===== src/rtl/thr_sel_pkg.sv =====
package thr_sel_pkg;

    typedef enum logic {
        POL_ROTATE = 1'b0,
        POL_RUN    = 1'b1
    } issue_pol_e;

    typedef struct packed {
        logic       vld;
        logic [7:0] idx;
    } grant_t;

    function automatic logic [7:0] wrap_idx(input int unsigned base, input int unsigned step,
                                            input int unsigned n);
        int unsigned s;
        s = base + step;
        if (s >= n) s = s - n;
        return 8'(s);
    endfunction

endpackage


===== src/rtl/thr_elig_track.sv =====
module thr_elig_track #(
    parameter int NUM_THR = 4,
    localparam int IW = $clog2(NUM_THR)
) (
    input  logic               clk,
    input  logic               rst,
    input  logic [NUM_THR-1:0] ready,
    input  logic [NUM_THR-1:0] stall,
    input  logic               evt_hit,
    input  logic [IW-1:0]      evt_idx,
    output logic [NUM_THR-1:0] elig
);
    logic [NUM_THR-1:0] parked_q;
    logic [NUM_THR-1:0] park_set;

    for (genvar i = 0; i < NUM_THR; i++) begin : g_thr
        assign park_set[i] = evt_hit && (evt_idx == IW'(i));
        assign elig[i]     = ready[i] && !stall[i] && !parked_q[i] && !park_set[i];

        always_ff @(posedge clk) begin
            if (rst) parked_q[i] <= 1'b0;
            else     parked_q[i] <= park_set[i] || (parked_q[i] && stall[i]);
        end

        // the edge after an event still excludes that thread
        p_park_hold_r6: assert property (@(posedge clk) disable iff (rst)
            $past(park_set[i]) |-> !elig[i]);
    end
endmodule


===== src/rtl/thr_rr_pick.sv =====
module thr_rr_pick
    import thr_sel_pkg::*;
#(
    parameter int NUM_THR = 4,
    localparam int IW = $clog2(NUM_THR)
) (
    input  logic [NUM_THR-1:0] elig,
    input  logic [IW-1:0]      start_idx,
    output logic               found,
    output logic [IW-1:0]      pick_idx
);
    always_comb begin
        found    = 1'b0;
        pick_idx = start_idx;
        for (int k = NUM_THR; k >= 1; k--) begin
            logic [7:0] cand;
            cand = wrap_idx(int'(start_idx), k, NUM_THR);
            if (elig[cand[IW-1:0]]) begin
                found    = 1'b1;
                pick_idx = cand[IW-1:0];
            end
        end
    end
endmodule


===== src/rtl/thread_issue_sel.sv =====
module thread_issue_sel
    import thr_sel_pkg::*;
#(
    parameter int NUM_THR = 4
) (
    input  logic               clk,
    input  logic               rst,
    input  logic               policy_blk,
    input  logic [NUM_THR-1:0] thr_ready,
    input  logic [NUM_THR-1:0] thr_stall,
    input  logic               lat_event,
    output logic [NUM_THR-1:0] issue_sel,
    output logic               issue_vld,
    output logic               ctx_switch
);
    localparam int IW = $clog2(NUM_THR);

    issue_pol_e         pol;
    logic [IW-1:0]      cur_idx_q;
    logic               vld_q;
    logic               ctx_q;
    logic [NUM_THR-1:0] elig_w;
    logic               rr_found;
    logic [IW-1:0]      rr_idx;
    logic               keep_cur;
    grant_t             nxt;

    assign pol = issue_pol_e'(policy_blk);

    thr_elig_track #(.NUM_THR(NUM_THR)) u_elig (
        .clk     (clk),
        .rst     (rst),
        .ready   (thr_ready),
        .stall   (thr_stall),
        .evt_hit (lat_event && vld_q),
        .evt_idx (cur_idx_q),
        .elig    (elig_w)
    );

    thr_rr_pick #(.NUM_THR(NUM_THR)) u_pick (
        .elig      (elig_w),
        .start_idx (cur_idx_q),
        .found     (rr_found),
        .pick_idx  (rr_idx)
    );

    assign keep_cur = (pol == POL_RUN) && vld_q && !lat_event && elig_w[cur_idx_q];

    always_comb begin
        nxt = '0;
        if (keep_cur) begin
            nxt.vld = 1'b1;
            nxt.idx = 8'(cur_idx_q);
        end else if (rr_found) begin
            nxt.vld = 1'b1;
            nxt.idx = 8'(rr_idx);
        end else begin
            nxt.vld = 1'b0;
            nxt.idx = 8'(cur_idx_q);
        end
    end

    always_ff @(posedge clk) begin
        if (rst) begin
            cur_idx_q <= IW'(NUM_THR - 1);
            vld_q     <= 1'b0;
            ctx_q     <= 1'b0;
        end else begin
            cur_idx_q <= nxt.idx[IW-1:0];
            vld_q     <= nxt.vld;
            ctx_q     <= nxt.vld && (nxt.idx[IW-1:0] != cur_idx_q);
        end
    end

    for (genvar i = 0; i < NUM_THR; i++) begin : g_sel
        assign issue_sel[i] = vld_q && (cur_idx_q == IW'(i));
    end
    assign issue_vld  = vld_q;
    assign ctx_switch = ctx_q;

    // single grant, consistent with valid
    p_single_grant_r1: assert property (@(posedge clk) disable iff (rst)
        $onehot0(issue_sel) && (issue_vld == (issue_sel != '0)));

    // granted thread was ready and unstalled when chosen
    p_grant_eligible_r3: assert property (@(posedge clk) disable iff (rst)
        issue_vld |-> (($past(thr_ready & ~thr_stall) & issue_sel) != '0));

    // rotation with two or more candidates always changes thread
    p_rotate_moves_r2: assert property (@(posedge clk) disable iff (rst)
        ($past(!policy_blk) && $past(issue_vld) && $past($countones(elig_w) > 1))
        |-> ctx_switch);

    // run policy holds an eligible, event-free thread
    p_run_holds_r4: assert property (@(posedge clk) disable iff (rst)
        $past(policy_blk && issue_vld && !lat_event && ((elig_w & issue_sel) != '0))
        |-> (issue_vld && issue_sel == $past(issue_sel)));

    // switch pulse only on an issuing cycle
    p_switch_needs_issue_r8: assert property (@(posedge clk) disable iff (rst)
        ctx_switch |-> issue_vld);
endmodule


===== config.mk =====
export PLATFORM = sky130hd
export DESIGN_NAME = thread_issue_sel
export DESIGN_NICKNAME = d
export VERILOG_FILES = /design/src/rtl/thr_sel_pkg.sv /design/src/rtl/thr_elig_track.sv /design/src/rtl/thr_rr_pick.sv /design/src/rtl/thread_issue_sel.sv
export SDC_FILE = /design/constraint.sdc
export NUM_CORES = 1
export LEC_CHECK = 0
export ABC_AREA = 1
export CAP_MARGIN = 20
export CORE_MARGIN = 5
export CORE_UTILIZATION = 50
export DETAILED_ROUTE_END_ITERATION = 7
export HOLD_SLACK_MARGIN = 0.08
export PLACE_DENSITY = 0.83
export SLEW_MARGIN = 30
export SYNTH_ARGS = -nofsm -noshare
export SYNTH_HDL_FRONTEND = slang
export SYNTH_HIERARCHICAL = 1
export SYNTH_SLANG_ARGS = --single-unit

===== constraint.sdc =====
create_clock -name clk -period 3.54 [get_ports clk]
set_input_delay 1.062 -clock clk [delete_from_list [all_inputs] [get_ports clk]]
set_output_delay 1.062 -clock clk [all_outputs]
set_load 0.03 [all_outputs]

==> flow_metrics.env, run 1 <==
export IMPL_htreeDepth=1
export IMPL_period_minus_slack_ns=3.14
export IMPL_via_per_inst=5.07
export IMPL_tns_ns=0
export IMPL_synth_warnings=6
export IMPL_rsz0062_at_grt="false"
export IMPL_post_cts_buffers=0
export IMPL_fill_cells=127
export IMPL_io_buffer_count=17
export IMPL_slowest_stage="clkdlybuf4s50_1"
export IMPL_die_height_microns=47.2
export IMPL_fin_skew_ns=0.00343
export IMPL_drt_iter0_markers=32
export IMPL_rr_worst_depth=15
export IMPL_arrival_ns=3.29
export IMPL_cts_root_buf="clkbuf_4"
export IMPL_dp_hpwl_microns=1310
export IMPL_end_kind="register"
export IMPL_gp_congestion=0.819
export IMPL_cp_max_fo=7
export IMPL_drive_above_1_share_pct=11.0
export IMPL_finalCritPeriodShare_pct=88.8
export IMPL_routedWlPerCell_microns=10.5
export IMPL_finalHoldViolations=0
export IMPL_grt_max_degree=18
export IMPL_seq_area_frac_synth_pct=23.1
export IMPL_nets=160
export IMPL_ant_nets=0
export IMPL_critPathMaxStageDelay_ns=0.48
export IMPL_start_util_pct=53.3
export IMPL_ir_drop_v=0.000504
export IMPL_first_global_vias=728
export IMPL_worst_slew_pin_transition_ns=0.475
export IMPL_fin_area_sq_um=901
export IMPL_cap_violations=0
export IMPL_fin_ws_ns=0.397
export IMPL_worstPathCellList="clkdlybuf4s50_1 > nand2_1 > inv_1 > nand3_1 > and3_1 > nand2_1 > nand2_2 > nand2_1 > nand2_1 > inv_2 > nand4_1 > o21ai_0 > inv_1 > nand3_1 > nand2_1 > inv_2 > a21oi_2"
export IMPL_p_leak_uw=0.000488
export IMPL_start_kind="input pin"
export IMPL_grtUsageTotal_pct=19.3
export IMPL_numCtsBuffers=3
export IMPL_regArea_sq_um=160
export IMPL_clock_tree_buffer_depth=2
export IMPL_avgSynthCellArea_sq_um=5.50
export IMPL_antenna_found_initial=0
export IMPL_die_w_microns=47.2
export IMPL_worstHoldPathType="reg2reg"
export IMPL_cpMostUsedCell="nand2_1"
export IMPL_holdPathStages=2
export IMPL_grt_pass1_wl_microns=2990
export IMPL_timing_rr_end="ctx_switch$_SDFF_PP0_"
export IMPL_wl_microns=1690
export IMPL_clkSinkCount=8
export IMPL_worstHoldEndpoint="u_elig/parked_q[3]$_SDFF_PP0_"
export IMPL_rows=13
export IMPL_rrSetupSlack_ns=1.19
export IMPL_clock_fmax_mhz=318
export IMPL_dp_slack_ns=0.162
export IMPL_synthDistinctLibCells=20
export IMPL_cts_tree="done"
export IMPL_first_pass_iters=4
export IMPL_multi_input_comb_area_sq_um=444
export IMPL_cts_hold_buffers=0
export IMPL_ios=18
export IMPL_ys_seq_elements=8
export IMPL_core_area_sq_um=1300
export IMPL_p_per_area_nw_per_um2=742
export IMPL_antenna_diode_count=0
export IMPL_finalSetupViolCount=0
export IMPL_insertion_delay_ns=0.27
export IMPL_grt_overflow=0
export IMPL_finalMaxSlewViolations=0
export IMPL_syn_area_sq_um=693
export IMPL_total_power_uw=668
export IMPL_cp_required_ns=3.68
export IMPL_post_cts_resize_count=0
export IMPL_clk_pin_slew_ns=0.06
export IMPL_vias=817
export IMPL_min_from="u_elig/parked_q[3]$_SDFF_PP0_"
export IMPL_syn_inst=126
export IMPL_placed_cell_area_sq_um=878
export IMPL_status="finished clean"
export IMPL_drc=0
export IMPL_dieArea_sq_um=2230
export IMPL_path_class="in2reg"
export IMPL_areaGrowthSynthToFinish_pct=30.0
export IMPL_r2r_start="cur_idx_q[0]$_SDFF_PP1_"
export IMPL_slew_headroom_pct=68.3
export IMPL_syn_nets=138
## stage by stage
stage          util, %  cells  hold WS [ns]
2_1_floorplan        -    126         0.431
3_3_place_gp      67.5    158         0.448
3_5_place_dp      67.5    158         0.459
4_1_cts           69.2    161         0.468
5_1_grt           69.2    161         0.482
6_report          69.2    161         0.465
## cell families (layout without fill, tap and decap cells)
kind of cell           Yosys count  in the layout  share of synthesized area (%)
AOI/OAI and AO/OA               17             17                           14.1
DFF                              8              8                           23.1
buffers and inverters           21             41                           12.8
and+or+nand+nor                 80             80                           50.0
## layout make-up
type                    count  area share (%)
repair buffers             18            19.7
multi-input cells          97            49.3
clock buffers               3            2.50
inverters                  20            8.61
flip-flops and latches      8            17.8
well taps                  15            2.08
## worst max path at each step
stage	cells after the start	slack (ns)	to	from
3_5_place_dp	17	0.16	ctx_switch$_SDFF_PP0_	lat_event
2_1_floorplan	16	0.88	ctx_switch$_SDFF_PP0_	lat_event
6_report	17	0.40	ctx_switch$_SDFF_PP0_	lat_event
4_1_cts	17	0.42	ctx_switch$_SDFF_PP0_	lat_event
3_3_place_gp	17	0.27	ctx_switch$_SDFF_PP0_	lat_event
5_1_grt	17	0.16	ctx_switch$_SDFF_PP0_	lat_event
## state kept, by name, summed over array words and instances, names as in the netlist
signal and cells:
u_elig/parked_q 4, ctx_switch 1, cur_idx_q 2, issue_vld 1
## cells in the mapped netlist
master | instances | area share, %
nor2_1 | 9 | 4.9
nor3_1 | 4 | 2.9
nand3_1 | 10 | 7.2
and3_1 | 1 | 0.90
a21oi_1 | 10 | 7.2
nand3_2 | 1 | 1.4
nand4_1 | 1 | 0.90
nand2_1 | 49 | 27
inv_1 | 16 | 8.7
dfxtp_1 | 8 | 23
nand2_4 | 1 | 1.6
a22oi_1 | 1 | 1.1
o21ai_2 | 1 | 1.3
o211ai_1 | 1 | 1.1
o21ai_0 | 3 | 2.2
a21oi_2 | 1 | 1.3
buf_6 | 1 | 1.6
nand2_2 | 4 | 3.6
inv_2 | 3 | 1.6
inv_4 | 1 | 0.90
## critical path, delay by kind of cell
| family | cells | cell delay (ns) |
|---|---|---|
| AND/OR/NAND/NOR | 10 | 1.02 |
| buffers and inverters | 5 | 0.82 |
| AO/OA/AOI/OAI | 2 | 0.38 |
## placed cells by master (no fill, tap or decap), drive strengths merged, types with 3 or more instances in the layout
master / count
inv: 20
nand2: 54
a21oi: 11
dfxtp: 8
nand3: 11
nor2: 9
clkbuf: 3
clkdlybuf4s50: 17
nor3: 4
o21ai: 4
## power breakdown
| group | switching [uW] | internal [uW] |
|---|---|---|
| Sequential | 31.6 | 113 |
| Combinational | 281 | 168 |
| Clock | 35.2 | 39.1 |
| Total | 348 | 321 |
## routing by layer
| layer | GRT usage, % | wire length [microns] |
|---|---|---|
| met3 | 6.13 | 99 |
| met5 | 0 | 0 |
| met4 | 9.94 | 39 |
| met1 | 22.6 | 782 |
| met2 | 31.3 | 768 |
Note: power is estimated with default switching activity, not from simulation.
==> inputs of run 2 (changes only) <==
--- a/config.mk
+++ b/config.mk
@@ -17,3 +17,4 @@
 export SYNTH_HDL_FRONTEND = slang
 export SYNTH_HIERARCHICAL = 1
 export SYNTH_SLANG_ARGS = --single-unit
+export TNS_END_PERCENT = 50
==> results of run 2 <==
Same layout as run 1: the final DEF is identical, and so are final timing and power.
